`src/rtl/fold_lut_pkg.sv`:
```
package fold_lut_pkg;

  typedef enum logic [1:0] {
    LEG_ZERO = 2'b00,
    LEG_ONE  = 2'b01,
    LEG_VAR  = 2'b10,
    LEG_VARN = 2'b11
  } leg_code_e;

  function automatic logic leg_value(input logic [1:0] code, input logic x);
    case (leg_code_e'(code))
      LEG_ZERO: leg_value = 1'b0;
      LEG_ONE:  leg_value = 1'b1;
      LEG_VAR:  leg_value = x;
      default:  leg_value = ~x;
    endcase
  endfunction

endpackage

```
`src/rtl/fold_code_store.sv`:
```
module fold_code_store #(
  parameter int SELW = 3,
  localparam int LEGS = 1 << SELW
) (
  input  logic              clk,
  input  logic              rst,
  input  logic              wr_en,
  input  logic [SELW-1:0]   wr_idx,
  input  logic [1:0]        wr_code,
  output logic [2*LEGS-1:0] codes_flat
);

  logic [1:0] code_q [LEGS];

  always_ff @(posedge clk) begin
    if (rst) begin
      for (int i = 0; i < LEGS; i++) code_q[i] <= 2'b00;
    end else if (wr_en) begin
      code_q[wr_idx] <= wr_code;
    end
  end

  for (genvar g = 0; g < LEGS; g++) begin : g_flat
    assign codes_flat[2*g +: 2] = code_q[g];
  end

endmodule

```
`src/rtl/fold_leg_gen.sv`:
```
module fold_leg_gen
  import fold_lut_pkg::*;
#(
  parameter int SELW = 3,
  localparam int LEGS = 1 << SELW
) (
  input  logic [2*LEGS-1:0] codes_flat,
  input  logic              fold_var,
  output logic [LEGS-1:0]   leg_bits
);

  for (genvar g = 0; g < LEGS; g++) begin : g_leg
    assign leg_bits[g] = leg_value(codes_flat[2*g +: 2], fold_var);
  end

endmodule

```
`src/rtl/fold_sel_tree.sv`:
```
module fold_sel_tree #(
  parameter int SELW = 3,
  localparam int LEGS  = 1 << SELW,
  localparam int NODES = 2 * LEGS - 1
) (
  input  logic [LEGS-1:0] leg_bits,
  input  logic [SELW-1:0] sel,
  output logic            picked
);

  logic [NODES-1:0] node;

  for (genvar i = 0; i < LEGS; i++) begin : g_leaf
    assign node[LEGS-1+i] = leg_bits[i];
  end

  for (genvar d = 0; d < SELW; d++) begin : g_lvl
    for (genvar j = 0; j < (1 << d); j++) begin : g_node
      localparam int K = (1 << d) - 1 + j;
      assign node[K] = sel[SELW-1-d] ? node[2*K+2] : node[2*K+1];
    end
  end

  assign picked = node[0];

endmodule

```
`src/rtl/fold_lut.sv`:
```
module fold_lut #(
  parameter int NVARS = 4,
  localparam int SELW = NVARS - 1,
  localparam int LEGS = 1 << SELW
) (
  input  logic             clk,
  input  logic             rst,
  input  logic             wr_en,
  input  logic [SELW-1:0]  wr_idx,
  input  logic [1:0]       wr_code,
  input  logic             fn_en,
  input  logic [NVARS-1:0] vars_in,
  output logic             fn_out
);

  logic [2*LEGS-1:0] codes_flat;
  logic [LEGS-1:0]   leg_bits;
  logic              picked;

  fold_code_store #(.SELW(SELW)) u_store (
    .clk(clk), .rst(rst), .wr_en(wr_en), .wr_idx(wr_idx),
    .wr_code(wr_code), .codes_flat(codes_flat)
  );

  fold_leg_gen #(.SELW(SELW)) u_legs (
    .codes_flat(codes_flat), .fold_var(vars_in[0]), .leg_bits(leg_bits)
  );

  fold_sel_tree #(.SELW(SELW)) u_tree (
    .leg_bits(leg_bits), .sel(vars_in[NVARS-1:1]), .picked(picked)
  );

  always_ff @(posedge clk) begin
    if (rst) fn_out <= 1'b0;
    else     fn_out <= fn_en & picked;
  end

endmodule

```
`config.mk`:
```
export PLATFORM = sky130hd
export DESIGN_NAME = fold_lut
export DESIGN_NICKNAME = d
export VERILOG_FILES = /design/src/rtl/fold_lut_pkg.sv /design/src/rtl/fold_code_store.sv /design/src/rtl/fold_leg_gen.sv /design/src/rtl/fold_sel_tree.sv /design/src/rtl/fold_lut.sv
export SDC_FILE = /design/constraint.sdc
export NUM_CORES = 1
export LEC_CHECK = 0
export ABC_AREA = 1
export BUFFER_PORTS_ARGS = -buffer_cell sky130_fd_sc_hd__buf_4
export CORE_MARGIN = 8
export CORE_UTILIZATION = 40
export DETAILED_ROUTE_END_ITERATION = 16
export GPL_TIMING_DRIVEN = 1
export SLEW_MARGIN = 30
export SYNTH_ARGS = -nofsm -noshare
export SYNTH_HDL_FRONTEND = slang
export SYNTH_SLANG_ARGS = --single-unit
```
`constraint.sdc`:
```
create_clock -name clk -period 1.56 [get_ports clk]
set_input_delay 0.39 -clock clk [delete_from_list [all_inputs] [get_ports clk]]
set_output_delay 0.39 -clock clk [all_outputs]
set_load 0.01 [all_outputs]
```
# Word level (Yosys, flattened, before mapping)
# Memories as Yosys holds them, arrays and structs flattened.
# Cells that the tools add are included.
op_classes:
  mux: 23
  bitwise_logic: 2
  n_eq_ne: 16
  reduce_logical: 9
op_table:
  columns: ["cell", "count"]
  rows:
  - ["1-bit one-hot mux with 3 select lines", 8]
  - ["2-bit by 1-bit equality test with 1-bit output (second input constant)", 8]
  - ["2-bit equality test (second input constant)", 8]
  - ["2-bit zero test", 8]
  - ["1-bit 2-to-1 mux", 13]
  - ["3-bit 2-to-1 mux", 1]
  - ["2-bit 2-to-1 mux", 1]
  - ["2-bit OR reduction", 1]
  - ["1-bit bitwise AND", 1]
  - ["1-bit inverter", 1]
totals:
  memories: 1
  mem_bits_rw: 16
  reg_bits: 1
memory_table:
  columns: ["name", "depth", "word_bits", "read_ports", "rd_clocked_by_memory_dff", "wr", "line_no", "text"]
  rows:
  - ["u_store.code_q", 8, 2, 8, 0, 8, "fold_code_store.sv:13", "logic [1:0] code_q [LEGS];"]

# Depth between registers and ports, before layout
depth:
  ltp_word: 6
  depth_mapped: 10
  depth_no_buf: 8

# Modules after synthesis
# Synthesis repeated with hierarchy kept, for this count alone.
hier_totals:
  hier_cells: 140
  area_unflattened_um2: 1123.6
by_module_without_submodules:
  columns: ["mod", "cells_each", "instances", "area_per_inst_um2", "seq_area_each_um2"]
  rows:
  - ["fold_code_store", 59, 1, 757.0, 480.5]
  - ["fold_leg_gen", 50, 1, 226.5, 0.0]
  - ["fold_sel_tree", 28, 1, 110.1, 0.0]
  - ["fold_lut", 3, 1, 30.0, 20.0]

# Least setup slack after synthesis
# OpenSTA, ideal clock, no wires.
synth_timing:
  path_type: "input to register"
  from: "input rst"
  to: "memory u_store.code_q[0][0] (enable)"
  setup_ns: 0.299
  arrival_ns: 0.940
  path_stages: 5
  slack_ns: 0.321
  required_ns: 1.261
  path_cell_list: "clkinv_1 > nand2_1 > nor2_1 > nand2_1 > nand2_1"
synth_lines:
  columns: ["item", "line_no", "text"]
  rows:
  - ["start: declaration", "fold_lut.sv:7", "input logic rst,"]
  - ["end: declaration", "fold_code_store.sv:13", null]

# Worst setup path after layout
layout_timing:
  from: "register fn_out"
  to: "output fn_out"
layout_lines:
  columns: ["item", "line_no", "text"]
  rows:
  - ["start: declaration", "fold_lut.sv:13", "output logic fn_out"]
  - ["start signal: assignment", "fold_lut.sv:35", "else fn_out <= fn_en & picked;"]
# No word-level cell between the ends.

==> impl_results.md <==
* Total congestion overflow at 0
* GRT Total Usage at 0.0953
* First-pass GRT wire length at between 3000 and 4000 µm
* Synthesized area at around 950 µm²
* Top Family by Delay on Critical Path: flip-flops
* Area grow syn2layout at 14.3%
* Reg2Reg Setup Slack at 540 ps
* Final WL at between 1500 and 2000 µm
* Initial core utilization at 0.427
* Most common cell after layout, fill and taps aside: nand2_1
* Slew HR at 0.823
* P_leak at ~0.53 nW
* Worst skew pair latency at between 200 and 300 ps
* Most frequent cells in the layout: nand2_1, nor2_1, inv_1, nand3_1, edfxtp_1
* Top Metal Used: met4
* Syn_area_per_cell at around 8.0 µm²
* Initial DRC count at 21
* RSZ-0062 raised after global routing: no
* Final Hold Vio Count at 0
* Worst-path maximum fanout at 1
* Setup TNS at 0 ps
* Area of the die at 4210 µm²
* Number of synthesized register bits at 17
* Worst Hold Launch: fn_en
* Max clock buf depth at 2
* Met2 routed WL at approximately 770 µm
* Critical path, cell by cell: buf_4
* Status: completed
* Initial antenna violation count at 0
* Critical Path Start: fn_out$_SDFF_PP0_
* TritonCTS Sinks at 17
* Startpoint type of the worst setup path: flip-flop
* Die Ht at 64.9 µm
* Worst Tran Pin Value at 265 ps
* Final setup fails at 0
* Residual DRC at 0
* Chip width at 64.9 µm
* Post-route ant nets at 0
* CP Data Required Time at around 1200 ps
* Htree depth at 1
* Endpoint class of the critical path: output pin
* Seq/Total Area, Yosys at 0.524
* DR vias at approximately 770
* Core Area at 2230 µm²
* Synthesized Nets at ~130
* Max incr delay on CP at between 300 and 400 ps
* I/O pin count at 14
* Hold bufs inserted after CTS at 0
* Vias in the first global route at about 730
* CTS tree: yes
* Final WS setup at roughly 450 ps
* Post-Place Setup Slack at 218 ps
* Final nets at 149
* # rows at 17
* CTS Buf Count at 3
* Share of layout cells above drive strength 1 at 0.178
* Buf/Inv on CP at 1
* Port Buffer Count at 13
* Synthesis warning total at 0
* TritonRoute pass-1 iters at 4
* Reg2reg start: u_store.code_q[3][1]$_SDFFCE_PN0P_
* Met1 Routed Length at roughly 840 µm
* Max Slew Vio Count at 0
* Hpwl dp at approximately 1400 µm
* Pwr/cell area at approximately 830 nW/µm²
* Wire per inst at between 10 and 15 µm
* Via/cell ratio at ~4.7
* FILL cells at 225
* Post-CTS Setup Bufs at 0
* RePlAce Congestion at around 0.76
* Metal3 WL at ~120 µm
* CP Data Arrival Time at roughly 720 ps
* Cells after Synth at between 100 and 150
* Worst VDD drop at ~0.42 mV
* Clock-pin slew on the worst setup and hold paths at about 90 ps
* Final clock skew at approximately 3.7 ps
* N_diodes at 0
* Final Util at 0.489
* Post-CTS resize count at 0
* Largest net degree at the start of global routing at 17
* Clock root cell: clkbuf_4
* Fin crit period at 1110 ps
* Max Cap Viol at 0
* Final Cycle Share at 0.714
* Tightest Hold Check Type: in2reg
* Type of the worst setup path: reg2out
* Yosys cell types at 12
* FMAX at around 900 MHz
* Slowest CP cell: dfxtp_1
## registers in the layout, summed over array words and instances, names as in the netlist
name and count:
fn_out 1, u_store.code_q 16
## Yosys cell counts
| cell type | instances | area share |
|---|---|---|
| nor2_2 | 1 | 0.0066 |
| edfxtp_1 | 16 | 0.50 |
| nand2_1 | 38 | 0.15 |
| dfxtp_1 | 1 | 0.021 |
| clkinv_1 | 1 | 0.0039 |
| nand3_1 | 17 | 0.089 |
| nor2_1 | 21 | 0.083 |
| inv_1 | 17 | 0.067 |
| nand2_2 | 2 | 0.013 |
| nand3_2 | 3 | 0.031 |
| buf_12 | 1 | 0.021 |
| buf_6 | 1 | 0.012 |
## through the flow
step                      total power [mW]  instances  hold slack, ps  area, µm²
after floorplan                      0.635        119             531        955
after global placement               0.675        159             644       1060
after detailed placement             0.679        159             641       1060
after CTS                            0.906        163             340       1090
after global routing                 0.952        163             344       1090
final                                0.900        163             339       1090
## logic make-up after synthesis
kind of cell,share of synthesized area
buffers and inverters,0.104
DFF,0.524
and+or+nand+nor,0.372
## final cells by class
type	count	area, µm²	share of cell area
sequential	17	500	0.459
multi-input combinational	82	355	0.326
timing repair buffer	14	105	0.0963
inverter	18	67.6	0.0619
tap	28	35.0	0.0321
clock buffer	3	22.5	0.0206
clock inverter	1	5.00	0.00459
## report_power, final
| part | leakage [nW] | internal, mW | total [mW] | switching (mW) |
|---|---|---|---|---|
| sequential | 0.162 | 0.527 | 0.544 | 0.0165 |
| clock | 0.0177 | 0.0954 | 0.233 | 0.138 |
| combinational | 0.346 | 0.0529 | 0.124 | 0.0708 |
## worst paths after layout
path / endpoint / cells after the start
worst min-delay path: fn_out$_SDFF_PP0_ / 3
worst max register to register: fn_out$_SDFF_PP0_ / 8
worst max-delay path: fn_out / 1
worst min register to register: fn_out$_SDFF_PP0_ / 7
## metal layers
| metal | vias to the layer above | global-route usage |
|---|---|---|
| met5 | - | 0 |
| met4 | 0 | 0.0327 |
| met3 | 4 | 0.0361 |
| met2 | 26 | 0.144 |
| met1 | 327 | 0.121 |
| li1 | 409 | - |
Note: power is estimated with default switching activity, not from simulation.
